`src/rtl/seg_anim_pkg.sv`:
```
// Package seg_anim_pkg
// Shared shift-code type for the animation engine. Assumes a 2-bit code in
// which the spare value 3 is treated the same as hold.
package seg_anim_pkg;

    typedef enum logic [1:0] {
        SHIFT_HOLD  = 2'd0,
        SHIFT_LEFT  = 2'd1,
        SHIFT_RIGHT = 2'd2,
        SHIFT_SPARE = 2'd3
    } shift_code_e;

endpackage

```
`src/rtl/seg_anim_shreg.sv`:
```
// Module seg_anim_shreg
// One rotating pattern register. Follows its start value while disabled,
// reloads it on a wrapping step and otherwise rotates per the shift code.
// Assumes adv is a single-cycle pulse and wrap is valid in the same cycle.
module seg_anim_shreg
    import seg_anim_pkg::*;
#(
    parameter int WIDTH = 8
) (
    input  logic             clk,
    input  logic             rst_n,
    input  logic             en,
    input  logic             adv,
    input  logic             wrap,
    input  logic [WIDTH-1:0] start_val,
    input  logic [1:0]       shift_code,
    output logic [WIDTH-1:0] q
);

    logic [WIDTH-1:0] rotated;

    // Next value of the register for a non-wrapping step.
    always_comb begin
        unique case (shift_code_e'(shift_code))
            SHIFT_LEFT:  rotated = {q[WIDTH-2:0], q[WIDTH-1]};
            SHIFT_RIGHT: rotated = {q[0], q[WIDTH-1:1]};
            default:     rotated = q;
        endcase
    end

    // Register update: reset, track/reload start value, or rotate on step.
    always_ff @(posedge clk) begin
        if (!rst_n) begin
            q <= '0;
        end else if (!en || (adv && wrap)) begin
            q <= start_val;
        end else if (adv) begin
            q <= rotated;
        end
    end

endmodule

```
`src/rtl/seg_anim_state_ctr.sv`:
```
// Module seg_anim_state_ctr
// Animation state counter. Counts steps up to a programmable top and then
// returns to zero; a state already above the top also returns to zero.
// Assumes TOP_W <= STATE_W. Held at zero while disabled.
module seg_anim_state_ctr #(
    parameter int STATE_W = 4,
    parameter int TOP_W   = 3
) (
    input  logic               clk,
    input  logic               rst_n,
    input  logic               en,
    input  logic               adv,
    input  logic [TOP_W-1:0]   top,
    output logic [STATE_W-1:0] state,
    output logic               wrap
);

    localparam int PAD_W = STATE_W - TOP_W;

    logic [STATE_W-1:0] top_ext;

    // Widen the top count and flag the end of a sequence.
    always_comb begin
        top_ext = {{PAD_W{1'b0}}, top};
        wrap    = (state >= top_ext);
    end

    // State update: reset, clear while disabled, advance or wrap on step.
    always_ff @(posedge clk) begin
        if (!rst_n || !en) begin
            state <= '0;
        end else if (adv) begin
            if (wrap) begin
                state <= '0;
            end else begin
                state <= state + {{(STATE_W-1){1'b0}}, 1'b1};
            end
        end
    end

endmodule

```
`src/rtl/seg_anim_overlay.sv`:
```
// Module seg_anim_overlay
// Places one byte onto a selected slot of a segment word. Slots that are not
// selected, and every slot while disabled, pass the input unchanged.
// Assumes the word holds exactly 2**LOC_W slots of BYTE_W bits.
module seg_anim_overlay #(
    parameter int BYTE_W = 8,
    parameter int LOC_W  = 1,
    localparam int SLOTS = 1 << LOC_W,
    localparam int SEG_W = BYTE_W * SLOTS
) (
    input  logic              en,
    input  logic [LOC_W-1:0]  loc,
    input  logic [BYTE_W-1:0] pattern,
    input  logic [SEG_W-1:0]  seg_in,
    output logic [SEG_W-1:0]  seg_out
);

    for (genvar k = 0; k < SLOTS; k++) begin : g_slot
        // Per-slot select between pass-through and the animated byte.
        always_comb begin
            if (en && (loc == LOC_W'(k))) begin
                seg_out[k*BYTE_W +: BYTE_W] = pattern;
            end else begin
                seg_out[k*BYTE_W +: BYTE_W] = seg_in[k*BYTE_W +: BYTE_W];
            end
        end
    end

endmodule

```
`src/rtl/seg_anim_engine.sv`:
```
// Module seg_anim_engine (top)
// Two rotating pattern registers are merged with AND or OR. The merged byte
// overwrites a chosen byte of the segment word. A state counter sets the
// sequence length and reloads the registers at its wrap.
// Assumes step is a one-cycle pulse synchronous to clk.
module seg_anim_engine #(
    parameter int BYTE_W  = 8,
    parameter int LOC_W   = 1,
    parameter int STATE_W = 4,
    parameter int TOP_W   = 3,
    localparam int SEG_W  = BYTE_W << LOC_W
) (
    input  logic               clk,
    input  logic               rst_n,
    input  logic               anim_en,
    input  logic               step,
    input  logic [BYTE_W-1:0]  start_a,
    input  logic [BYTE_W-1:0]  start_b,
    input  logic [1:0]         shift_a,
    input  logic [1:0]         shift_b,
    input  logic               merge_or,
    input  logic [TOP_W-1:0]   state_top,
    input  logic [LOC_W-1:0]   loc_sel,
    input  logic [SEG_W-1:0]   seg_in,
    output logic [SEG_W-1:0]   seg_out,
    output logic [STATE_W-1:0] anim_state
);

    logic              seq_wrap;
    logic [BYTE_W-1:0] reg_a;
    logic [BYTE_W-1:0] reg_b;
    logic [BYTE_W-1:0] merged;

    seg_anim_state_ctr #(
        .STATE_W (STATE_W),
        .TOP_W   (TOP_W)
    ) u_ctr (
        .clk   (clk),
        .rst_n (rst_n),
        .en    (anim_en),
        .adv   (step),
        .top   (state_top),
        .state (anim_state),
        .wrap  (seq_wrap)
    );

    seg_anim_shreg #(.WIDTH(BYTE_W)) u_reg_a (
        .clk        (clk),
        .rst_n      (rst_n),
        .en         (anim_en),
        .adv        (step),
        .wrap       (seq_wrap),
        .start_val  (start_a),
        .shift_code (shift_a),
        .q          (reg_a)
    );

    seg_anim_shreg #(.WIDTH(BYTE_W)) u_reg_b (
        .clk        (clk),
        .rst_n      (rst_n),
        .en         (anim_en),
        .adv        (step),
        .wrap       (seq_wrap),
        .start_val  (start_b),
        .shift_code (shift_b),
        .q          (reg_b)
    );

    // Bitwise merge of the two pattern registers.
    always_comb begin
        merged = merge_or ? (reg_a | reg_b) : (reg_a & reg_b);
    end

    seg_anim_overlay #(
        .BYTE_W (BYTE_W),
        .LOC_W  (LOC_W)
    ) u_overlay (
        .en      (anim_en),
        .loc     (loc_sel),
        .pattern (merged),
        .seg_in  (seg_in),
        .seg_out (seg_out)
    );

endmodule

```
`config.mk`:
```
export PLATFORM = sky130hd
export DESIGN_NAME = seg_anim_engine
export DESIGN_NICKNAME = d
export VERILOG_FILES = /design/src/rtl/seg_anim_pkg.sv /design/src/rtl/seg_anim_shreg.sv /design/src/rtl/seg_anim_state_ctr.sv /design/src/rtl/seg_anim_overlay.sv /design/src/rtl/seg_anim_engine.sv
export SDC_FILE = /design/constraint.sdc
export NUM_CORES = 1
export LEC_CHECK = 0
export BUFFER_PORTS_ARGS = -buffer_cell sky130_fd_sc_hd__buf_2
export CORE_MARGIN = 3
export CORE_UTILIZATION = 52
export DETAILED_ROUTE_END_ITERATION = 10
export GPL_TIMING_DRIVEN = 0
export HOLD_SLACK_MARGIN = 0.08
export PLACE_DENSITY_LB_ADDON = 0.15
export SLEW_MARGIN = 20
export SYNTH_ARGS = -nofsm -noshare
export SYNTH_HDL_FRONTEND = slang
export SYNTH_HIERARCHICAL = 1
export SYNTH_SLANG_ARGS = --single-unit
```
`constraint.sdc`:
```
create_clock -name clk -period 6.1 [get_ports clk]
set_input_delay 1.525 -clock clk [delete_from_list [all_inputs] [get_ports clk]]
set_output_delay 1.525 -clock clk [all_outputs]
set_load 0.005 [all_outputs]
```
==> flow_summary.yaml, run 1 <==
outcome:
  status: "completed"
clocking:
  clockRootBuffer: "clkbuf_4"
  cts_buffers: 3
  holdBufCountCts: 0
  htree_levels: 1
  postCtsSetupBuffers: 0
  cts.repair.resized: 0
  clock-sinks: 20
  clk_pin_slew_ns: 0.11
  clk_latency_ns: 0.29
  clock_path_buffers: 2
  cts_tree: "yes"
setup_path:
  cp_slowest_cell: "mux2_2"
  cp_cell_sequence: "buf_2, nand2_2, mux2_2, buf_2"
  path_depth: 4
  critPathTopFamily: "multiplexers"
  arrival_ns: 2.37
  crit_type: "input port to output port"
  required_ns: 4.58
  crit_path_end_kind: "output port"
  reg2regPathDepth: 7
  cp_max_fo: 9
  path_buf_inv: 2
  cp-start-kind: "input port"
  cpPeakStageDelay_ns: 0.36
  path_common_cell: "buf_2"
yosys:
  ys.flop_type: "dfxtp_1"
  netlist_instances: 175
  yosysUniqueCellTypes: 28
  syn-num-nets: 224
  synthTopCellsByArea: "dfxtp_1, mux2i_1, o221ai_1, mux2_4, and2_1"
  synth_largest_area_cell: "dfxtp_1"
  yosysTopAreaCellShare: 0.251
  yosysWarnings: 6
  ys_seq_area_frac: 0.251
  synth_edf_count: 0
  netlist_area_um2: 1600
  synth-seq-cells: 20
  ys_async_sr_fraction: 0
  synth.avg_cell_area_um2: 9.13
die:
  die_w_um: 61.4
  ios: 65
  design.core.area_um2: 2850
  fp-row-count: 19
  dieArea_um2: 3770
  initial_core_util: 0.560
  chipHeight_um: 61.4
detailed_routing:
  drtPass1Iterations: 4
  drt_drc_violations_left: 0
  vias: 1473
  vias_per_cell: 5.42
  wl_per_cell_um: 13.0
  drtAntennaViolNets: 0
  detail_route.wirelength_um: 3550
  drt_iter0_markers: 47
global_routing:
  grt.total_usage: 0.200
  globalRoute.totalOverflow: 0
  grt_max_degree: 18
  antenna_found_initial: 0
  grt_pass1_wl_um: 5790
  first_global_vias: 1328
final_layout:
  syn_to_final_growth_pct: 23.6
  layout-drive-gt1-share: 0.419
  nets: 292
  antenna_cells: 0
timing:
  finClkSkew_ns: 0.00403
  finalCritPeriodShare: 0.638
  period_minus_slack_ns: 3.89
  fin_setup_tns_ns: 0
  holdWs_ns: 0.524
  hold_viol_final: 0
  grt_setup_unrepaired: "no"
  max_freq_mhz: 257
  max-slew-margin-rel: 0.555
  setup_viol: 0
  tightest_slew_ns: 0.665
  finalMaxSlewViolations: 0
job:
  drv_cap: 0
placed_design:
  gp_congestion: 0.770
  portBuffers: 63
  hpwl_um: 2800
pwr:
  ir_drop_v: 0.000116
  p_leak_nw: 0.951
  cellPowerDensity_nw_per_um2: 156
hold_path:
  hold_path.class: "flop to flop"
  holdPathStages: 2
[worst register-to-register path: stages (launching register included)]
cell	delay, ns
dfxtp_1	0.36
ha_1	0.34
nand2_1	0.14
o21ai_0	0.34
nand2b_1	0.18
a2bb2oi_1	0.56
o221ai_1	0.23
and2_1	0.20
[layout by cell type, fill, tap and decap left out, drive strengths merged, types with 3 or more instances in the layout]
cell type / instances
clkbuf: 5
ha: 4
a21oi: 4
mux2i: 16
o2111ai: 3
maj3: 8
nand2: 19
mux2: 16
nand2b: 7
nor2b: 4
and2: 16
o221ai: 17
inv: 21
buf: 69
dfxtp: 20
[area by class of cell]
| type | instances | area, um2 |
|---|---|---|
| Inverter | 21 | 78.8 |
| Buffer | 8 | 50.0 |
| Tap cell | 31 | 38.8 |
| Multi-Input combinational cell | 126 | 1070 |
| Clock buffer | 3 | 22.5 |
| Sequential cell | 20 | 400 |
| Fill cell | 249 | 878 |
| Timing Repair Buffer | 63 | 315 |
[per-layer routing]
metal,track usage,part of all wire,wire (um),up-vias
li1,-,-,-,758
met1,0.276,0.47,1660,664
met2,0.332,0.46,1620,49
met3,0.0273,0.071,251,2
met4,0.0455,0.0054,19,0
met5,0,0,0,-
[cell usage after synthesis (all sizes together) (3+ instances only)]
library cell	number
inv	21
dfxtp	20
nand2	19
o221ai	17
and2	16
mux2	16
mux2i	16
maj3	8
nand2b	7
buf	6
a21oi	4
ha	4
nor2b	4
o2111ai	3
[through the flow]
step | utilization | setup WS [ns] | area [um2] | instances | total power (W)
after floorplan | - | 2.36 | 1600 | 175 | 0.000212
after global placement | 0.684 | 2.21 | 1950 | 269 | 0.000247
after detailed placement | 0.684 | 2.21 | 1950 | 269 | 0.000249
after CTS | 0.692 | 2.21 | 1970 | 272 | 0.000311
after global routing | 0.692 | 2.15 | 1970 | 272 | 0.000328
final | 0.692 | 2.21 | 1970 | 272 | 0.000309
[flip-flops by register name, indices dropped and copies added, names as in the netlist]
signal,count
u_ctr/state,4
u_reg_a/q,8
u_reg_b/q,8
[worst paths after layout]
kind	from	endpoint	slack, ns
max	anim_en	seg_out[15]	2.21
min	u_ctr/state[3]	u_ctr/state[3]	0.52
min reg2reg	u_ctr/state[3]	u_ctr/state[3]	0.52
max reg2reg	u_ctr/state[2]	u_reg_b/q[3]	3.66
[cells by family after synthesis]
group           synth area share
simple gates               0.177
flops                      0.251
fa+ha+maj                 0.0877
compound gates             0.161
mux                        0.232
xor+xnor                  0.0110
buf+inv                   0.0807
[where the power goes]
part	internal, W	total, W	switching, W	leakage (nW)
Clock	0.0000230	0.0000630	0.0000400	0.0138
Combinational	0.0000551	0.0000978	0.0000427	0.772
Sequential	0.000138	0.000148	0.00000950	0.165
No activity file was read; power rests on OpenSTA's default activity.
==> inputs of run 2 (changes only) <==
--- a/config.mk
+++ b/config.mk
@@ -7,7 +7,7 @@
 export LEC_CHECK = 0
 export BUFFER_PORTS_ARGS = -buffer_cell sky130_fd_sc_hd__buf_2
 export CORE_MARGIN = 3
-export CORE_UTILIZATION = 52
+export CORE_UTILIZATION = 48
 export DETAILED_ROUTE_END_ITERATION = 10
 export GPL_TIMING_DRIVEN = 0
 export HOLD_SLACK_MARGIN = 0.08
==> constraint.sdc (replaced) <==
create_clock -name clk -period 3.85 [get_ports clk]
set_input_delay 0.9625 -clock clk [delete_from_list [all_inputs] [get_ports clk]]
set_output_delay 0.9625 -clock clk [all_outputs]
set_load 0.005 [all_outputs]
==> flow_summary.yaml, run 2 (synthesis gave the netlist of run 1 again) <==
setup_path:
  arrival_ns: 3.04
  critPathTopFamily: "compound AO/OA/AOI/OAI gates"
  cp-start-kind: "input port"
  path_buf_inv: 2
  cp_slowest_cell: "a2bb2oi_1"
  crit_path_end_kind: "flop"
  cp_max_fo: 8
  cpPeakStageDelay_ns: 0.54
  crit_type: "input port to flop"
  cp_cell_sequence: "buf_2, inv_1, ha_1, nand2_1, o21ai_0, nand2b_1, a2bb2oi_1, o221ai_1, and2_1"
  required_ns: 4.05
timing:
  worst_slack_ns: 1.01
  max-slew-margin-rel: 0.561
  finalMaxSlewViolations: 0
  grt_setup_unrepaired: "no"
  holdWs_ns: 0.523
  period_minus_slack_ns: 2.84
  setup_viol: 0
  max_freq_mhz: 352
  tightest_slew_ns: 0.655
  fin_setup_tns_ns: 0
  finClkSkew_ns: 0.00654
  finalCritPeriodShare: 0.739
  hold_viol_final: 0
final_layout:
  layout-drive-gt1-share: 0.419
  syn_to_final_growth_pct: 24.6
  layout_commonest_cell: "buf_2"
  antenna_cells: 0
  final_core_util: 0.642
  top_regs: "u_reg_a/q: 8 flops, u_reg_b/q: 8 flops, u_ctr/state: 4 flops"
  nets: 292
  mostFrequentLayoutCells: "buf_2, inv_1, dfxtp_1"
pwr:
  power_w: 0.000488
  p_leak_nw: 0.951
  cellPowerDensity_nw_per_um2: 245
  ir_drop_v: 0.000136
clocking:
  clk_latency_ns: 0.29
  holdBufCountCts: 0
  postCtsSetupBuffers: 0
  cts_tree: "yes"
  clk_pin_slew_ns: 0.11
  htree_levels: 1
  clock_path_buffers: 2
  cts_buffers: 3
  clock-sinks: 20
  clockRootBuffer: "clkbuf_4"
  cts.repair.resized: 0
placed_design:
  portBuffers: 63
  hpwl_um: 2860
  preCtsSetupSlack_ns: 0.719
  gp_congestion: 0.849
die:
  design.core.area_um2: 3100
  initial_core_util: 0.515
  ios: 65
  chipHeight_um: 63.7
  dieArea_um2: 4060
  die_w_um: 63.7
  fp-row-count: 20
detailed_routing:
  wl_per_cell_um: 12.4
  vias: 1453
  drtAntennaViolNets: 0
  drtPass1Iterations: 4
  drt_iter0_markers: 47
  detail_route.wirelength_um: 3550
  vias_per_cell: 5.10
  drt_drc_violations_left: 0
global_routing:
  grt_pass1_wl_um: 6110
  globalRoute.totalOverflow: 0
  grt_max_degree: 18
  grt.total_usage: 0.181
  antenna_found_initial: 0
  first_global_vias: 1353
hold_path:
  hold_path.class: "flop to flop"
outcome:
  status: "completed"
job:
  drv_cap: 0
## run 2: cell counts in the layout (fill, tap and decap cells not counted)
Identical to the previous run, type by type.
## run 2: where the power goes
part           leakage (nW)  internal, W  switching (W)
sequential            0.165     0.000219      0.0000151
clock                0.0138    0.0000364      0.0000620
combinational         0.772    0.0000874      0.0000677
## run 2: worst register-to-register path: stages (launching register included)
cell	delay [ns]
dfxtp_1	0.37
ha_1	0.35
nand2_1	0.14
o21ai_0	0.36
nand2b_1	0.18
a2bb2oi_1	0.54
o221ai_1	0.24
and2_1	0.20
## run 2: worst paths after layout
path	start	to	slack, ns	cells past startpoint
max	state_top[2]	u_reg_a/q[3]	1.01	9
min	u_ctr/state[3]	u_ctr/state[3]	0.52	2
max reg2reg	u_ctr/state[2]	u_reg_a/q[3]	1.38	7
min reg2reg	u_ctr/state[3]	u_ctr/state[3]	0.52	2
## run 2: routing by layer
metal	share of wire	vias up	global-route usage
li1	-	757	-
met4	0.0042	0	0.0350
met1	0.45	650	0.234
met2	0.47	44	0.305
met3	0.075	2	0.0446
met5	0	-	0
## run 2: area by class of cell
type / count / area, um2
sequential: 20 / 400
timing repair buffer: 63 / 315
buffer: 8 / 50.0
fill: 314 / 1110
multi-input combinational: 126 / 1070
inverter: 21 / 78.8
clock buffer: 3 / 22.5
tap: 44 / 55.1
## run 2: stage by stage
step                area [um2]  instances
detailed placement        1970        282
global placement          1970        282
CTS                       1990        285
floorplan                 1600        175
global route              1990        285
finish                    1990        285
==> inputs of run 3 (changes only) <==
==> constraint.sdc (replaced) <==
create_clock -name clk -period 2.7 [get_ports clk]
set_input_delay 0.675 -clock clk [delete_from_list [all_inputs] [get_ports clk]]
set_output_delay 0.675 -clock clk [all_outputs]
set_load 0.005 [all_outputs]
==> flow_summary.yaml, run 3 (synthesis gave the netlist of run 1 again) <==
outcome:
  status: "completed"
die:
  design.core.area_um2: 3100
  dieArea_um2: 4060
  chipHeight_um: 63.7
  fp-row-count: 20
  ios: 65
  initial_core_util: 0.515
  die_w_um: 63.7
placed_design:
  portBuffers: 63
  preCtsSetupSlack_ns: -0.144
  gp_congestion: 0.849
  hpwl_um: 2860
  dp.cells: 282
global_routing:
  grt.total_usage: 0.181
  grt_pass1_wl_um: 6110
  grt_max_degree: 18
  busiest_layer: "met2"
  globalRouteMet1Util: 0.234
  globalRoute.totalOverflow: 0
  grt_use_met3: 0.0446
  use_met2: 0.305
  first_global_vias: 1353
  antenna_found_initial: 0
setup_path:
  cp-start-kind: "input port"
  crit_path_end_kind: "flop"
  required_ns: 2.94
  crit_type: "input port to flop"
  cp_max_fo: 8
  arrival_ns: 2.75
final_layout:
  antenna_cells: 0
  nets: 292
  mostFrequentLayoutCells: "buf_2, inv_1, dfxtp_1"
  syn_to_final_growth_pct: 25.4
  layout-drive-gt1-share: 0.427
  instances_no_fill: 285
  top_regs: "u_reg_a/q: 8 flops, u_reg_b/q: 8 flops, u_ctr/state: 4 flops"
  layout_commonest_cell: "buf_2"
clocking:
  htree_levels: 1
  clock-sinks: 20
  holdBufCountCts: 0
  clockRootBuffer: "clkbuf_4"
  clock_path_buffers: 2
  clk_pin_slew_ns: 0.11
  clk_latency_ns: 0.29
  cts_buffers: 3
  postCtsSetupBuffers: 0
  cts.repair.resized: 0
  cts_tree: "yes"
pwr:
  power.internal_w: 0.000491
  power.combinational.fraction: 0.322
  swShare: 0.298
  switchingPower_w: 0.000208
  seq_power_share: 0.477
  clockPowerShare: 0.201
  ir_drop_v: 0.000209
  p_leak_nw: 0.952
  cellPowerDensity_nw_per_um2: 349
detailed_routing:
  drt_drc_violations_left: 0
  detail_route.wirelength_um: 3570
  vias_per_cell: 5.13
  wl_per_cell_um: 12.5
  drt_iter0_markers: 49
  drtAntennaViolNets: 0
  drtPass1Iterations: 4
  vias: 1462
timing:
  finClkSkew_ns: 0.00646
  finalMaxSlewViolations: 0
  max-slew-margin-rel: 0.747
  grt_setup_unrepaired: "no"
  period_minus_slack_ns: 2.51
  tightest_slew_ns: 0.375
  finalCritPeriodShare: 0.929
  max_freq_mhz: 399
  worst_slack_ns: 0.192
  hold_viol_final: 0
  setup_viol: 0
hold_path:
  hold_path.class: "flop to flop"
job:
  drv_cap: 0
## run 3: cell types whose count changed in the layout (fill, tap and decap cells not counted)
cell       previous run  this run
a2bb2oi_1             2         0
a2bb2oi_2             0         2
## run 3: per-layer routing
metal	vias up	wire length (um)
met5	-	0
li1	756	-
met4	0	15
met2	48	1650
met1	656	1600
met3	2	303
## run 3: layout make-up
type                    count  area [um2]
well taps                  44        55.1
plain buffers               8        50.0
clock buffers               3        22.5
repair buffers             63         315
flip-flops and latches     20         400
inverters                  21        78.8
fillers                   312        1100
multi-input cells         126        1080
## run 3: path summary, 6_finish.rpt
check,start,endpoint,slack (ns),depth (start not counted)
worst min register to register,u_ctr/state[3],u_ctr/state[3],0.52,2
worst min-delay path,u_ctr/state[3],u_ctr/state[3],0.52,2
worst max register to register,u_ctr/state[2],u_reg_a/q[3],0.29,8
worst max-delay path,state_top[2],u_reg_a/q[3],0.19,10
## run 3: power groups by stage
| stage | logic, W | registers [W] | clock network (W) |
|---|---|---|---|
| 3_5_place_dp | 0.000222 | 0.000341 | 0 |
| 4_1_cts | 0.000222 | 0.000334 | 0.000145 |
| 5_1_grt | 0.000252 | 0.000338 | 0.000157 |
| 2_1_floorplan | 0.000145 | 0.000334 | 0 |
| 3_3_place_gp | 0.000219 | 0.000341 | 0 |
| 6_report | 0.000225 | 0.000334 | 0.000140 |
## run 3: worst max-delay path, stage by stage
cell and delay (ns):
buf_2 0.07, inv_1 0.03, ha_1 0.33, a211oi_4 0.34, o21ai_0 0.23, nand2b_1 0.22
or3b_1 0.34, buf_2 0.18, o221ai_1 0.19, and2_1 0.14
## run 3: per-stage QoR
step | utilization | power (W) | hold slack (ns) | TNS (ns) | instance area [um2]
after global placement | 0.634 | 0.000560 | 0.505 | -0.981 | 1970
after detailed placement | 0.634 | 0.000563 | 0.506 | -1.43 | 1970
after global routing | 0.646 | 0.000746 | 0.554 | 0 | 2000
final | 0.646 | 0.000700 | 0.523 | 0 | 2000
after CTS | 0.642 | 0.000702 | 0.525 | 0 | 1990
after floorplan | - | 0.000479 | 0.501 | 0 | 1600
